--- src/rtl/mcg_pkg.sv ---
package mcg_pkg;

    localparam int unsigned TRAIL_CYCLES = 8;
    localparam int unsigned TRAIL_W      = $clog2(TRAIL_CYCLES + 1);

    typedef enum logic [1:0] {
        GATE_OFF  = 2'd0,
        GATE_RUN  = 2'd1,
        GATE_BLIP = 2'd2
    } gate_state_e;

    typedef struct packed {
        logic cmd_nores;
        logic rsp_end;
        logic rd_end;
        logic wr_crc;
    } end_ev_t;

    typedef struct packed {
        logic kick;
        logic hold;
        logic suppress;
    } div_ctl_t;

    typedef struct packed {
        logic phase;
        logic boundary;
    } div_stat_t;

    function automatic logic any_end(input end_ev_t e);
        return e.cmd_nores | e.rsp_end | e.rd_end | e.wr_crc;
    endfunction

endpackage

--- src/rtl/mcg_divider.sv ---
module mcg_divider
    import mcg_pkg::*;
#(
    parameter int unsigned DIV_W = 8
) (
    input  logic             clk,
    input  logic             rst,
    input  div_ctl_t         ctl,
    input  logic [DIV_W-1:0] div_val,
    output div_stat_t        stat
);

    logic [DIV_W-1:0] cnt_q;
    logic [DIV_W-1:0] div_cur_q;
    logic             phase_q;
    logic             half_done;

    assign half_done     = (cnt_q == div_cur_q);
    assign stat.phase    = phase_q;
    assign stat.boundary = !phase_q && half_done;

    always_ff @(posedge clk) begin
        if (rst) begin
            cnt_q     <= '0;
            div_cur_q <= '0;
            phase_q   <= 1'b0;
        end else if (ctl.kick) begin
            cnt_q     <= '0;
            phase_q   <= 1'b1;
            div_cur_q <= div_val;
        end else if (ctl.hold) begin
            cnt_q     <= '0;
            phase_q   <= 1'b0;
            div_cur_q <= div_val;
        end else if (half_done) begin
            cnt_q <= '0;
            if (phase_q) begin
                phase_q <= 1'b0;
            end else if (!ctl.suppress) begin
                phase_q   <= 1'b1;
                div_cur_q <= div_val;
            end
        end else begin
            cnt_q <= cnt_q + 1'b1;
        end
    end

endmodule

--- src/rtl/mcg_trail.sv ---
module mcg_trail
    import mcg_pkg::*;
#(
    parameter int unsigned LEN = TRAIL_CYCLES
) (
    input  logic clk,
    input  logic rst,
    input  logic load,
    input  logic dec,
    output logic idle
);

    localparam int unsigned CW = $clog2(LEN + 1);

    logic [CW-1:0] left_q;

    assign idle = (left_q == '0);

    always_ff @(posedge clk) begin
        if (rst) begin
            left_q <= '0;
        end else if (load) begin
            left_q <= CW'(LEN);
        end else if (dec && !idle) begin
            left_q <= left_q - 1'b1;
        end
    end

endmodule

--- src/rtl/mcg_gate_fsm.sv ---
module mcg_gate_fsm
    import mcg_pkg::*;
(
    input  logic        clk,
    input  logic        rst,
    input  logic        xfer_start,
    input  logic        stop_req,
    input  logic        busy_pulse_req,
    input  logic        dat_in,
    input  logic        any_ev,
    input  logic        boundary,
    input  logic        trail_idle,
    output div_ctl_t    ctl,
    output logic        trail_load,
    output logic        trail_dec,
    output gate_state_e state
);

    gate_state_e st_q, st_d;
    logic        pend_q;
    logic        kick, stop_now, blip_end;

    always_comb begin
        kick     = (st_q == GATE_OFF) && busy_pulse_req && !dat_in && !xfer_start;
        stop_now = (st_q == GATE_RUN) && boundary && pend_q && trail_idle
                   && !xfer_start && !any_ev;
        blip_end = (st_q == GATE_BLIP) && boundary && !xfer_start && !any_ev;

        ctl.kick     = kick;
        ctl.hold     = (st_q == GATE_OFF);
        ctl.suppress = stop_now || blip_end;

        trail_load = (st_q != GATE_OFF) && any_ev;
        trail_dec  = (st_q == GATE_RUN) && boundary;

        st_d = st_q;
        if (xfer_start) begin
            st_d = GATE_RUN;
        end else begin
            unique case (st_q)
                GATE_OFF:  if (kick)     st_d = GATE_BLIP;
                GATE_RUN:  if (stop_now) st_d = GATE_OFF;
                GATE_BLIP: begin
                    if (any_ev)        st_d = GATE_RUN;
                    else if (blip_end) st_d = GATE_OFF;
                end
                default:   st_d = GATE_OFF;
            endcase
        end
    end

    always_ff @(posedge clk) begin
        if (rst) begin
            st_q   <= GATE_OFF;
            pend_q <= 1'b0;
        end else begin
            st_q <= st_d;
            if (xfer_start || (st_q == GATE_OFF) || stop_now) begin
                pend_q <= 1'b0;
            end else if (stop_req) begin
                pend_q <= 1'b1;
            end
        end
    end

    assign state = st_q;

endmodule

--- src/rtl/mmc_clk_gate.sv ---
module mmc_clk_gate
    import mcg_pkg::*;
#(
    parameter int unsigned DIV_W = 8
) (
    input  logic             clk,
    input  logic             rst,
    input  logic [DIV_W-1:0] div_val,
    input  logic             ev_cmd_nores,
    input  logic             ev_rsp_end,
    input  logic             ev_rd_end,
    input  logic             ev_wr_crc,
    input  logic             xfer_start,
    input  logic             stop_req,
    input  logic             busy_pulse_req,
    input  logic             dat_in,
    output logic             card_clk,
    output logic             clk_stopped
);

    end_ev_t     evs;
    div_ctl_t    dctl;
    div_stat_t   dstat;
    gate_state_e gstate;
    logic        t_load, t_dec, t_idle;

    assign evs = '{cmd_nores: ev_cmd_nores, rsp_end: ev_rsp_end,
                   rd_end: ev_rd_end, wr_crc: ev_wr_crc};

    mcg_gate_fsm u_fsm (
        .clk            (clk),
        .rst            (rst),
        .xfer_start     (xfer_start),
        .stop_req       (stop_req),
        .busy_pulse_req (busy_pulse_req),
        .dat_in         (dat_in),
        .any_ev         (any_end(evs)),
        .boundary       (dstat.boundary),
        .trail_idle     (t_idle),
        .ctl            (dctl),
        .trail_load     (t_load),
        .trail_dec      (t_dec),
        .state          (gstate)
    );

    mcg_trail #(.LEN(TRAIL_CYCLES)) u_trail (
        .clk  (clk),
        .rst  (rst),
        .load (t_load),
        .dec  (t_dec),
        .idle (t_idle)
    );

    mcg_divider #(.DIV_W(DIV_W)) u_div (
        .clk     (clk),
        .rst     (rst),
        .ctl     (dctl),
        .div_val (div_val),
        .stat    (dstat)
    );

    assign card_clk    = dstat.phase;
    assign clk_stopped = (gstate == GATE_OFF);

endmodule

--- config.mk ---
export PLATFORM = sky130hd
export DESIGN_NAME = mmc_clk_gate
export DESIGN_NICKNAME = d
export VERILOG_FILES = /design/src/rtl/mcg_pkg.sv /design/src/rtl/mcg_divider.sv /design/src/rtl/mcg_trail.sv /design/src/rtl/mcg_gate_fsm.sv /design/src/rtl/mmc_clk_gate.sv
export SDC_FILE = /design/constraint.sdc
export NUM_CORES = 1
export LEC_CHECK = 0
export BUFFER_PORTS_ARGS = -buffer_cell sky130_fd_sc_hd__clkbuf_2
export CAP_MARGIN = 25
export CORE_ASPECT_RATIO = 0.7
export CORE_UTILIZATION = 62
export CTS_BUF_LIST = sky130_fd_sc_hd__clkbuf_4
export CTS_CLUSTER_SIZE = 40
export DETAILED_ROUTE_END_ITERATION = 8
export PLACE_DENSITY = 0.86
export SYNTH_ARGS = -nofsm -noshare
export SYNTH_HDL_FRONTEND = slang
export SYNTH_SLANG_ARGS = --single-unit
--- constraint.sdc ---
create_clock -name clk -period 4 [get_ports clk]
set_clock_uncertainty 0.1 [all_clocks]
set_input_delay 0.6 -clock clk [delete_from_list [all_inputs] [get_ports clk]]
set_output_delay 0.6 -clock clk [all_outputs]
set_load 0.01 [all_outputs]
==> Word-level counts from Yosys, hierarchy flattened <==
Index checks and enable logic that the tools add are counted.
{ "word_totals": {"latchBits": 0, "n_memories": 0, "out_inout_bits": 2, "ramBits": 0, "inputBits": 18, "reg_bits": 24, "rom_bits": 0} }
{ "op_classes": {"n_bitwise": 3, "reduce_logical": 34, "n_div": 0, "muxes": 18, "mul": 0, "addsub": 2, "order_cmp": 0, "shifts": 0, "n_eq_ne": 11} }
{ "op_table": {"columns": ["cell", "count"], "rows": [
  ["2-to-1 mux 8 bit", 5],
  ["logical AND 1 bit", 14],
  ["AND reduction 3 bit", 3],
  ["adder 8 x 1 -> 8 bit, second input constant", 1],
  ["equality test 8 bit", 1],
  ["2-to-1 mux 2 bit", 4],
  ["2-to-1 mux 4 bit", 2],
  ["2-to-1 mux 1 bit", 6],
  ["!= test 3 x 2 -> 1 bit, second input constant", 2],
  ["!= test 3 bit, second input constant", 2],
  ["one-hot mux 2 bit (3 select lines)", 1],
  ["OR reduction 2 bit", 3],
  ["zero test 1 bit", 5],
  ["zero test 4 bit", 1],
  ["!= test 2 x 1 -> 1 bit, second input constant", 2],
  ["!= test 4 x 2 -> 1 bit, second input constant", 1],
  ["nonzero test 2 bit", 2],
  ["OR reduction 4 bit", 1],
  ["subtractor 4 x 1 -> 4 bit, second input constant", 1],
  ["logical OR 1 bit", 3],
  ["!= test 3 x 1 -> 1 bit, second input constant", 1],
  ["bitwise OR 1 bit", 3],
  ["nonzero test 3 bit", 1],
  ["equality test 2 x 1 -> 1 bit, second input constant", 1],
  ["other kinds (2)", 2]
]} }

==> Longest topological paths before layout <==
Gate-level depths: netlist of run 1.
{ "depth": {"depth_word": 13, "ltp_mapped": 8} }

==> Modules after synthesis <==
From an unflattened synthesis of run 1, not the netlist that was laid out.
{ "unflattened": {"hier_cells": 169, "area_unflattened_um2": 1473.9} }
{ "modules_own_cells": {"columns": ["mod", "area_per_inst_um2", "seq_area_each_um2", "n_inst", "cells_per_inst"], "rows": [
  ["mcg_divider", 1034.7, 340.3, 1, 119],
  ["mcg_trail", 221.5, 80.1, 1, 24],
  ["mcg_gate_fsm", 206.4, 60.1, 1, 24],
  ["mmc_clk_gate", 11.3, 0.0, 1, 2]
]} }

==> Least setup slack after synthesis of run 1 <==
Ideal clock, no wire load.
{ "synth_timing": {"kind": "in2reg", "from": "input port ev_rsp_end", "to": "register u_div.phase_q", "slack_ns": 1.989, "path_buffers": 0, "t_required_ns": 3.778, "arrival_time_ns": 1.789, "cell_stages": 4, "cell_sequence": "or4_4 > nor3_4 > nor2_1 > o311a_1"} }
{ "synth_between": {"elab_chain_cells": 11} }
{ "synth_lines": {"columns": ["item", "line_no", "rtl"], "rows": [
  ["start: declaration", "mmc_clk_gate.sv:10", "input logic ev_rsp_end,"],
  ["bitwise OR 1 bit (*) (3 in a row)", "mcg_pkg.sv:31", "return e.cmd_nores | e.rsp_end | e.rd_end | e.wr_crc;"],
  ["zero test 1 bit (*)", "mcg_gate_fsm.sv:26, mcg_gate_fsm.sv:27", null],
  ["logical AND 1 bit, on equally long branches", "mcg_gate_fsm.sv:26, mcg_gate_fsm.sv:27", null],
  ["logical OR 1 bit (*)", "mcg_gate_fsm.sv:31", "ctl.suppress = stop_now || blip_end;"],
  ["2-to-1 mux 1 bit (*)", "mcg_divider.sv:39", "end else if (!ctl.suppress) begin"],
  ["2-to-1 mux 1 bit (*)", "mcg_divider.sv:37", "if (phase_q) begin"],
  ["2-to-1 mux 1 bit (*)", "mcg_divider.sv:35", "end else if (half_done) begin"],
  ["2-to-1 mux 1 bit (*)", "mcg_divider.sv:31", "end else if (ctl.hold) begin"],
  ["2-to-1 mux 1 bit (*)", "mcg_divider.sv:27", "end else if (ctl.kick) begin"],
  ["end signal: assignment", "mcg_divider.sv:29", "phase_q <= 1'b1;"],
  ["end signal: assignment", "mcg_divider.sv:33", "phase_q <= 1'b0;"],
  ["end signal: assignment", "mcg_divider.sv:38", "phase_q <= 1'b0;"],
  ["end: declaration", "mcg_divider.sv:15", "logic phase_q;"]
]} }
Mark *: on every way between the ends. The rest lies on a longest branch, timed or not. The select of a mux whose other input is x is not followed.
A chain may end at the register's enable or synchronous reset.

==> Worst setup path after layout of run 1 <==
{ "layout_timing": {"from": "register u_trail.left_q[0]", "to": "register u_div.phase_q"} }
{ "layout_between": {"elab_chain_cells": 10} }
{ "layout_lines": {"columns": ["item", "line_no", "rtl"], "rows": [
  ["start: declaration", "mcg_trail.sv:15", "logic [CW-1:0] left_q;"],
  ["start signal: assignment", "mcg_trail.sv:23", "left_q <= CW'(LEN);"],
  ["start signal: assignment", "mcg_trail.sv:25", "left_q <= left_q - 1'b1;"],
  ["zero test 4 bit", "mcg_trail.sv:17", "assign idle = (left_q == '0);"],
  ["logical AND 1 bit", "mcg_gate_fsm.sv:25", "stop_now = (st_q == GATE_RUN) && boundary && pend_q && trail_idle"],
  ["logical AND 1 bit (2 in a row)", "mcg_gate_fsm.sv:26", "&& !xfer_start && !any_ev;"],
  ["logical OR 1 bit", "mcg_gate_fsm.sv:31", null],
  ["2-to-1 mux 1 bit", "mcg_divider.sv:39", null],
  ["2-to-1 mux 1 bit", "mcg_divider.sv:37", null],
  ["2-to-1 mux 1 bit", "mcg_divider.sv:35", null],
  ["2-to-1 mux 1 bit", "mcg_divider.sv:31", null],
  ["2-to-1 mux 1 bit", "mcg_divider.sv:27", null]
]} }
No other way between the ends. The select of a mux whose other input is x is not followed.

==> reports/qor.csv, run 1 <==
metric,value,unit
status,finished with violations,
violations,DRC,
mostFrequentLayoutCell,dfxtp_1,
synthesis.nets,179,
period_share,57.5,%
vias_per_cell,6.19,
rows,13,
criticalPathCategory,reg -> reg,
utilization,74.6,%
grtUsageTotal,27.3,%
grt_max_degree,19,
ios,20,
cts_made_buffers,3,
insertedDiodeCount,0,
maxSlewViolCount,0,
final_cell_mix,"24 x dfxtp_1, 19 x nand2_1, 19 x clkbuf_2",
die_y,40.5,um
ctsResizeCount,0,
drtPass1Iterations,6,
cts-root-buf,clkbuf_4,
hp-class,reg -> reg,
ys_ff_latch,24,
avgSynthCellArea,8.25,um^2
slowest_delay,0.50,ns
cts_setup_buffers,0,
ant_nets,0,
dieArea,0.00231,mm^2
initial_core_util,68.3,%
finalWirelength,2.72,mm
ctsHoldBuffers,0,
dr.max_layer_used,met4,
routedWlPerCell,13.8,um
syn2layout_area_growth,9.26,%
dr_wl_met3,164,um
cp.depth,7,
maxSlewHeadroom,59.7,%
yosysSeqAreaShare,36.6,%
p_leak,0.593,nW
io_buffers,19,
cap_violations,0,
rsz0062_at_grt,no,
grt_pass1_wl,4.68,mm
gp_congestion,0.807,
finalSetupViolations,0,
reg2reg_depth,7,
period_needed,2.30,ns
setup_tns,0,ns
finalHoldViolCount,0,
wl_met2,1.17,mm
ir_drop,0.237,mV
required,4.13,ns
cp-start-kind,flop,
crit_chain,inv_1 > ha_1 > nor3b_1 > a31oi_1 > nor3_4 > nor2_1 > o311a_1,
synth_cell_types,34,
path_buf_inv,1,
crit_arrival,2.43,ns
hold_depth,1,
cts.path.max_buffers,2,
antenna_found_initial,0,
layout-drive-gt1-share,15.3,%
cts_tree,yes,
clkSinkCount,24,
h-tree-depth,1,
syn_area,0.00131,mm^2
vias,1225,
critical_path.slowest_cell,nor3_4,
crit_family,simple AND/OR/NAND/NOR gates,
max_freq,0.434,GHz
core,0.00192,mm^2
clk_pin_slew,0.13,ns
first_global_vias,1063,
die_w,57.0,um
power_density,328,mW/mm^2
critical_path_peak_fanout,17,
tightest_slew,0.603,ns
drt_iter0_markers,53,
crit_path_end_kind,flop,
drc_errors,3,
place_hpwl,1.99,mm
nets,197,
synthCells,159,
synth-warning-count,0,
wl_met1,1.37,mm
clkLatencyLatePin,0.32,ns
grt_overflow,0,
## area by class of cell
class,count,area [um^2]
multi-input combinational,121,773
fill,140,487
sequential,24,480
timing repair buffer,19,95.1
inverter,8,30.0
tap,22,27.5
clock buffer,3,22.5
clock inverter,1,3.75
## worst paths after layout
check | from | to | slack, ns
hold / removal | u_fsm.state[0]$_SDFFE_PP0P_ | u_fsm.state[1]$_SDFFE_PP0P_ | 0.40
setup / recovery | u_trail.left_q[0]$_SDFFE_PP0P_ | u_div.phase_q$_SDFFE_PP0P_ | 1.70
setup reg to reg | u_trail.left_q[0]$_SDFFE_PP0P_ | u_div.phase_q$_SDFFE_PP0P_ | 1.70
hold reg to reg | u_fsm.state[0]$_SDFFE_PP0P_ | u_fsm.state[1]$_SDFFE_PP0P_ | 0.40
## metal layers
layer / vias up / GRT usage (%)
met5: - / 0
met4: 0 / 7.93
met3: 5 / 7.10
met2: 38 / 46.2
met1: 569 / 35.2
li1: 613 / -
## synth_stat cells, drive strengths merged
| library cell | number | share of area, % |
|---|---|---|
| dfxtp | 24 | 37 |
| nand2 | 19 | 5.4 |
| nor2 | 14 | 4.0 |
| and3 | 11 | 5.2 |
| xnor2 | 9 | 6.0 |
| a2bb2oi | 8 | 5.3 |
| inv | 8 | 2.3 |
| o311ai | 8 | 5.3 |
| nand3 | 7 | 2.7 |
| a21oi | 6 | 2.3 |
| nor3 | 6 | 3.5 |
| xor2 | 5 | 3.3 |
| a31oi | 4 | 1.9 |
| clkbuf | 4 | 1.1 |
| nand4 | 4 | 1.9 |
| a21o | 2 | 1.1 |
| and4 | 2 | 1.3 |
| buf | 2 | 0.95 |
| ha | 2 | 1.9 |
| nand2b | 2 | 0.95 |
| nor2b | 2 | 0.95 |
| o21ai | 2 | 0.76 |
| a31o | 1 | 0.67 |
| nor3b | 1 | 0.57 |
| nor4 | 1 | 0.48 |
| o311a | 1 | 0.76 |
| o31ai | 1 | 0.57 |
| or2 | 1 | 0.48 |
| or3 | 1 | 0.48 |
| or4 | 1 | 0.86 |
## state kept, by name (all words and copies together) (netlist names)
name	cells
u_div.div_cur_q	8
u_fsm.pend_q	1
u_div.phase_q	1
u_div.cnt_q	8
u_fsm.state	2
u_trail.left_q	4
## worst register-to-register path, delay by kind of cell, from the launching register on
family | cells | cell delay (ns)
AND/OR/NAND/NOR | 3 | 0.94
flip-flops | 1 | 0.33
adder cells (fa/ha/maj) | 1 | 0.21
buffers and inverters | 1 | 0.09
AO/OA/AOI/OAI | 2 | 0.53
## logic make-up (layout without fill, tap and decap cells)
family | count (synthesis) | in the layout | share of synthesized area (%)
buffers and inverters | 14 | 31 | 4.39
and+or+nand+nor | 72 | 72 | 28.9
adders and majority gates | 2 | 2 | 1.91
xor gates and xnor gates | 14 | 14 | 9.35
DFF | 24 | 24 | 36.6
AOI/OAI and AO/OA | 33 | 33 | 18.8
## report_power, final
part | total [mW] | leakage (nW) | switching [mW] | internal, mW
clock | 0.109 | 0.0154 | 0.0728 | 0.0366
sequential | 0.265 | 0.196 | 0.0113 | 0.253
combinational | 0.0964 | 0.381 | 0.0555 | 0.0409
## stage by stage
stage               hold slack [ns]  std cells  instance area [um^2]  setup WS [ns]  power (mW)
floorplan                     0.350        159                  1310           1.99       0.338
global placement              0.389        194                  1410           1.62       0.360
detailed placement            0.391        194                  1410           1.58       0.364
CTS                           0.405        198                  1430           1.76       0.471
global route                  0.407        198                  1430           1.58       0.499
finish                        0.404        198                  1430           1.70       0.470
Power figures use the tool's default switching activity.
==> inputs of run 2 (changes only) <==
--- a/config.mk
+++ b/config.mk
@@ -8,11 +8,11 @@
 export BUFFER_PORTS_ARGS = -buffer_cell sky130_fd_sc_hd__clkbuf_2
 export CAP_MARGIN = 25
 export CORE_ASPECT_RATIO = 0.7
-export CORE_UTILIZATION = 62
+export CORE_UTILIZATION = 52
 export CTS_BUF_LIST = sky130_fd_sc_hd__clkbuf_4
 export CTS_CLUSTER_SIZE = 40
 export DETAILED_ROUTE_END_ITERATION = 8
-export PLACE_DENSITY = 0.86
+export PLACE_DENSITY = 0.77
 export SYNTH_ARGS = -nofsm -noshare
 export SYNTH_HDL_FRONTEND = slang
 export SYNTH_SLANG_ARGS = --single-unit
==> constraint.sdc (replaced) <==
create_clock -name clk -period 2 [get_ports clk]
set_clock_uncertainty 0.1 [all_clocks]
set_input_delay 0.3 -clock clk [delete_from_list [all_inputs] [get_ports clk]]
set_output_delay 0.3 -clock clk [all_outputs]
set_load 0.01 [all_outputs]
==> run 2 against run 1 <==
Against the previous run:
- die area grew 18%
- hold slack lost 0.28 ns
- highest routed layer unchanged
- routed wire length grew 6.1%
- critical path type unchanged
- critical path depth is the same
- design area grew 2.7%
- clock power grew 100%
- largest cell class unchanged
- fmax grew 22%
- the flow now finishes without violations
- final cell count grew 6.1%
- first-iteration DRC count shrank 13%
==> reports/qor.csv, run 2 (synthesis gave the netlist of run 1 again) <==
metric,value,unit
clk_pin_slew,0.14,ns
place_ws,-0.00518,ns
status,"finished, final reports clean",
vias,1216,
period_needed,1.88,ns
cts-root-buf,clkbuf_4,
ctsHoldBuffers,0,
grt_pass1_wl,4.99,mm
cts_made_buffers,3,
clkLatencyLatePin,0.32,ns
fin_hold_ws,0.121,ns
hp-class,in -> reg,
p_clk_share,23.3,%
maxSlewViolCount,0,
grtUsageTotal,25.0,%
h-tree-depth,1,
p_total,0.954,mW
drc_errors,0,
crit_arrival,1.99,ns
io_buffers,19,
cts_setup_buffers,0,
pwr-share-comb,21.1,%
finalSetupViolations,0,
routedWlPerCell,13.8,um
intPower,0.667,mW
grt_overflow,0,
vias_per_cell,5.79,
drt_iter0_markers,46,
ir_drop,0.436,mV
maxSlewHeadroom,66.5,%
die_y,44.0,um
finalHoldViolCount,0,
gp_congestion,0.817,
seq_power_share,55.6,%
first_global_vias,1078,
switchingPower,0.287,mW
drtPass1Iterations,4,
cts_tree,yes,
layout-drive-gt1-share,17.4,%
clkSinkCount,24,
grt_max_degree,19,
core,0.00226,mm^2
final_cell_mix,"24 x dfxtp_1, 19 x nand2_1, 19 x clkbuf_2",
max_freq,0.531,GHz
p_sw_share,30.1,%
critical_path_peak_fanout,16,
place_hpwl,2.09,mm
ant_nets,0,
syn2layout_area_growth,12.2,%
crit_path_end_kind,flop,
crit_chain,inv_1 > ha_1 > nor3b_2 > a31oi_2 > nor3_4 > buf_4 > o311ai_0,
dieArea,0.00273,mm^2
power_density,648,mW/mm^2
insertedDiodeCount,0,
period_share,94.2,%
ios,20,
required,2.10,ns
critical_path.slowest_cell,nor3b_2,
initial_core_util,58.0,%
utilization,65.1,%
fin_ws,0.116,ns
p_leak,0.606,nW
slowest_delay,0.34,ns
cp-start-kind,flop,
mostFrequentLayoutCell,dfxtp_1,
cap_violations,0,
finalWirelength,2.89,mm
tightest_slew,0.499,ns
antenna_found_initial,0,
cts.path.max_buffers,2,
rows,14,
die_w,62.0,um
top_regs,"u_div.cnt_q (8), u_div.div_cur_q (8), u_trail.left_q (4)",
criticalPathCategory,reg -> reg,
nets,199,
-- run 2: cell types whose count changed in the layout (fill, tap and decap cells not counted), sizes merged --
cell	previous run	this run
buf	0	2
-- run 2: cell type report --
cell class | count | area, um^2
sequential | 24 | 480
clock buffer | 3 | 22.5
multi-input combinational | 121 | 785
fill | 196 | 788
clock inverter | 1 | 3.75
timing repair buffer | 21 | 110
tap | 32 | 40.0
inverter | 8 | 30.0
-- run 2: stage by stage --
step | TNS [ns] | instance area, um^2 | std cells
2_1_floorplan | 0 | 1310 | 159
3_3_place_gp | 0 | 1430 | 206
3_5_place_dp | -0.00518 | 1430 | 206
4_1_cts | 0 | 1470 | 210
5_1_grt | -0.0699 | 1470 | 210
6_report | 0 | 1470 | 210
-- run 2: power by group through the flow --
stage	combinational, mW	sequential, mW	clock, mW
floorplan	0.143	0.534	0
global placement	0.186	0.540	0
detailed placement	0.194	0.540	0
CTS	0.196	0.530	0.226
global route	0.224	0.534	0.250
finish	0.201	0.531	0.222
-- run 2: metal layers --
layer	GRT usage [%]	up-vias	wire length, um
met5	0	-	0
met4	5.78	0	27
met3	7.60	6	158
met2	35.3	31	1220
met1	37.3	559	1490
li1	-	620	-
-- run 2: path summary, 6_finish.rpt --
path	startpoint	end	slack (ns)	cells past startpoint
max reg2reg	u_trail.left_q[0]$_SDFFE_PP0P_	u_div.div_cur_q[7]$_SDFFE_PP0P_	0.12	7
max	u_trail.left_q[0]$_SDFFE_PP0P_	u_div.div_cur_q[7]$_SDFFE_PP0P_	0.12	7
min	rst	u_fsm.state[0]$_SDFFE_PP0P_	0.12	2
min reg2reg	u_fsm.state[0]$_SDFFE_PP0P_	u_fsm.state[1]$_SDFFE_PP0P_	0.41	1
-- run 2: repair_timing --
item / 4_1_cts / 5_1_grt
cloned: 0 / 0
endpoints found under the setup margin: 9 / 4
pin swaps: 0 / 0
gates resized for setup: 1 / 2
endpoints found under the hold margin: 0 / 0
-- run 2: critical path, delay by kind of cell, from the launching register on --
family	cells	cell delay, ns
compound gates	2	0.32
fa+ha+maj	1	0.21
buf+inv	2	0.31
flops	1	0.33
simple gates	2	0.49
==> inputs of run 3 (changes only) <==
--- a/config.mk
+++ b/config.mk
@@ -8,11 +8,12 @@
 export BUFFER_PORTS_ARGS = -buffer_cell sky130_fd_sc_hd__clkbuf_2
 export CAP_MARGIN = 25
 export CORE_ASPECT_RATIO = 0.7
-export CORE_UTILIZATION = 52
+export CORE_UTILIZATION = 53
 export CTS_BUF_LIST = sky130_fd_sc_hd__clkbuf_4
 export CTS_CLUSTER_SIZE = 40
 export DETAILED_ROUTE_END_ITERATION = 8
 export PLACE_DENSITY = 0.77
 export SYNTH_ARGS = -nofsm -noshare
 export SYNTH_HDL_FRONTEND = slang
+export SYNTH_HIERARCHICAL = 1
 export SYNTH_SLANG_ARGS = --single-unit
==> run 3 against run 2 <==
Against the previous run:
- the run now ends with setup timing left
- total power grew 40%
- clock power grew 66%
- final cell count grew 12%
- sequential power grew 3%
- highest routed layer unchanged
==> reports/qor.csv, run 3 <==
metric,value,unit
grt_pass1_wl,6.62,mm
grtUsageTotal,29.7,%
ant_nets,0,
maxSlewViolCount,0,
ir_drop,0.589,mV
clkSinkCount,24,
cts_made_buffers,3,
synth_area_leaders,"dfxtp_1 33%, nor3b_1 8.7%, xnor2_1 7.1%",
finalWirelength,5.07,mm
routedWlPerCell,21.5,um
cts-root-buf,clkbuf_4,
first_global_vias,1394,
grt_max_degree,21,
placed_area,0.00173,mm^2
insertedDiodeCount,0,
io_buffers,19,
finalSetupViolations,9,
max_freq,0.458,GHz
fin_ws,-0.182,ns
ys_ff_latch,24,
criticalPathCategory,reg -> reg,
clkLatencyLatePin,0.33,ns
synthesis.nets,189,
hp-class,in -> reg,
yosysTopAreaCell,dfxtp_1,
syn2layout_area_growth,38.2,%
dieArea,0.00300,mm^2
drc_errors,0,
synthFlopType,dfxtp_1,
mostFrequentLayoutCell,buf_4,
synth_edf_count,0,
fillers,169,
vias_per_cell,6.63,
clk_pin_slew,0.15,ns
layout-drive-gt1-share,51.0,%
drt_iter0_markers,150,
cap_violations,0,
period_share,109,%
power_density,653,mW/mm^2
final_area,0.00204,mm^2
synth_common_cells,"24 x dfxtp_1, 19 x nand3_1, 17 x nor3b_1",
violations,setup timing,
maxSlewHeadroom,70.0,%
crit_path_end_kind,flop,
synth.most_common_cell,dfxtp_1,
utilization,79.8,%
antenna_found_initial,0,
top_regs,"u_div/cnt_q (8), u_div/div_cur_q (8), u_trail/left_q (4)",
initial_core_util,57.7,%
yosysSeqAreaShare,32.6,%
cp-start-kind,flop,
avgSynthCellArea,8.72,um^2
cts_tree,yes,
netlist.area_leader.share,32.6,%
die_y,46.1,um
syn_area,0.00147,mm^2
drtPass1Iterations,4,
synth-warning-count,6,
nets,223,
place_hpwl,2.66,mm
crit_arrival,2.29,ns
grt_overflow,0,
p_leak,0.753,nW
vias,1565,
die_w,65.0,um
async_reset_ff_share,0,%
tightest_slew,0.449,ns
core,0.00255,mm^2
critical_path_peak_fanout,8,
h-tree-depth,1,
final_cell_mix,"20 x buf_4, 19 x clkbuf_2, 19 x nand3_1",
cts.path.max_buffers,2,
required,2.10,ns
gp_congestion,0.882,
finalHoldViolCount,0,
synth_cell_types,43,
period_needed,2.18,ns
fin_hold_ws,0.136,ns
rsz0062_at_grt,yes,
rows,15,
status,finished with violations,
synthCells,169,
ios,20,
[run 3: report_power, final]
| group | switching (mW) | internal [mW] | total (mW) | leakage, nW |
|---|---|---|---|---|
| Clock | 0.166 | 0.203 | 0.369 | 0.0279 |
| Sequential | 0.0374 | 0.509 | 0.546 | 0.202 |
| Combinational | 0.243 | 0.174 | 0.416 | 0.523 |
[run 3: layer usage]
metal	GRT usage [%]	share of wire (%)	vias to the layer above
met5	0	0	-
met2	50.8	48	109
li1	-	-	702
met4	6.09	3.6	0
met3	6.44	8.2	23
met1	39.3	40	731
[run 3: worst max-delay path, cell delays in order, from the launching register on]
cell     delay, ns
dfxtp_2       0.36
inv_2         0.07
ha_4          0.14
or3b_4        0.40
inv_4         0.08
a31oi_4       0.08
nor3_4        0.20
or2_4         0.19
buf_12        0.14
nor3b_2       0.05
nand3_1       0.10
nand3_1       0.12
[run 3: worst paths after layout]
check	startpoint	cells after the start	slack (ns)	end
worst min register to register	u_div/cnt_q[0]$_SDFF_PP0_	2	0.46	u_div/cnt_q[0]$_SDFF_PP0_
worst min-delay path	div_val[1]	3	0.14	u_div/div_cur_q[1]$_SDFFE_PP0P_
worst max register to register	u_trail/left_q[1]$_SDFFE_PP0P_	11	-0.18	u_div/div_cur_q[4]$_SDFFE_PP0P_
worst max-delay path	u_trail/left_q[1]$_SDFFE_PP0P_	11	-0.18	u_div/div_cur_q[4]$_SDFFE_PP0P_
[run 3: final cells by class]
type	instances	area, um^2	area share, %
Sequential cell	24	497	24.4
Timing Repair Buffer	41	285	14.0
Clock buffer	3	22.5	1.11
Multi-Input combinational cell	126	1130	55.5
Clock inverter	1	30.0	1.47
Tap cell	34	42.5	2.09
Inverter	7	28.8	1.41
[run 3: cells by family after synthesis]
group	count (synthesis)	synth area share, %
DFF	24	32.6
AOI/OAI and AO/OA	27	14.1
adders and majority gates	2	1.70
muxes	1	0.679
and+or+nand+nor	82	36.6
xor gates and xnor gates	14	8.32
buffers and inverters	19	6.03
[run 3: timing repair]
item / CTS / global route
setup endpoints to repair: 8 / 16
hold buffers: 0 / 0
cloned: 1 / 0
resized for setup: 19 / 23
buffers inserted: 1 / 4
pin swaps: 10 / 13
[run 3: per-stage QoR]
stage	TNS [ns]	instances	setup slack (ns)	power [mW]
final	-0.941	236	-0.182	1.33
after global routing	-1.61	236	-0.240	1.37
after CTS	-0.213	233	-0.0770	1.26
after detailed placement	-0.439	227	-0.0668	0.868
after global placement	0	227	0.0250	0.854
after floorplan	-0.192	169	-0.0751	0.774
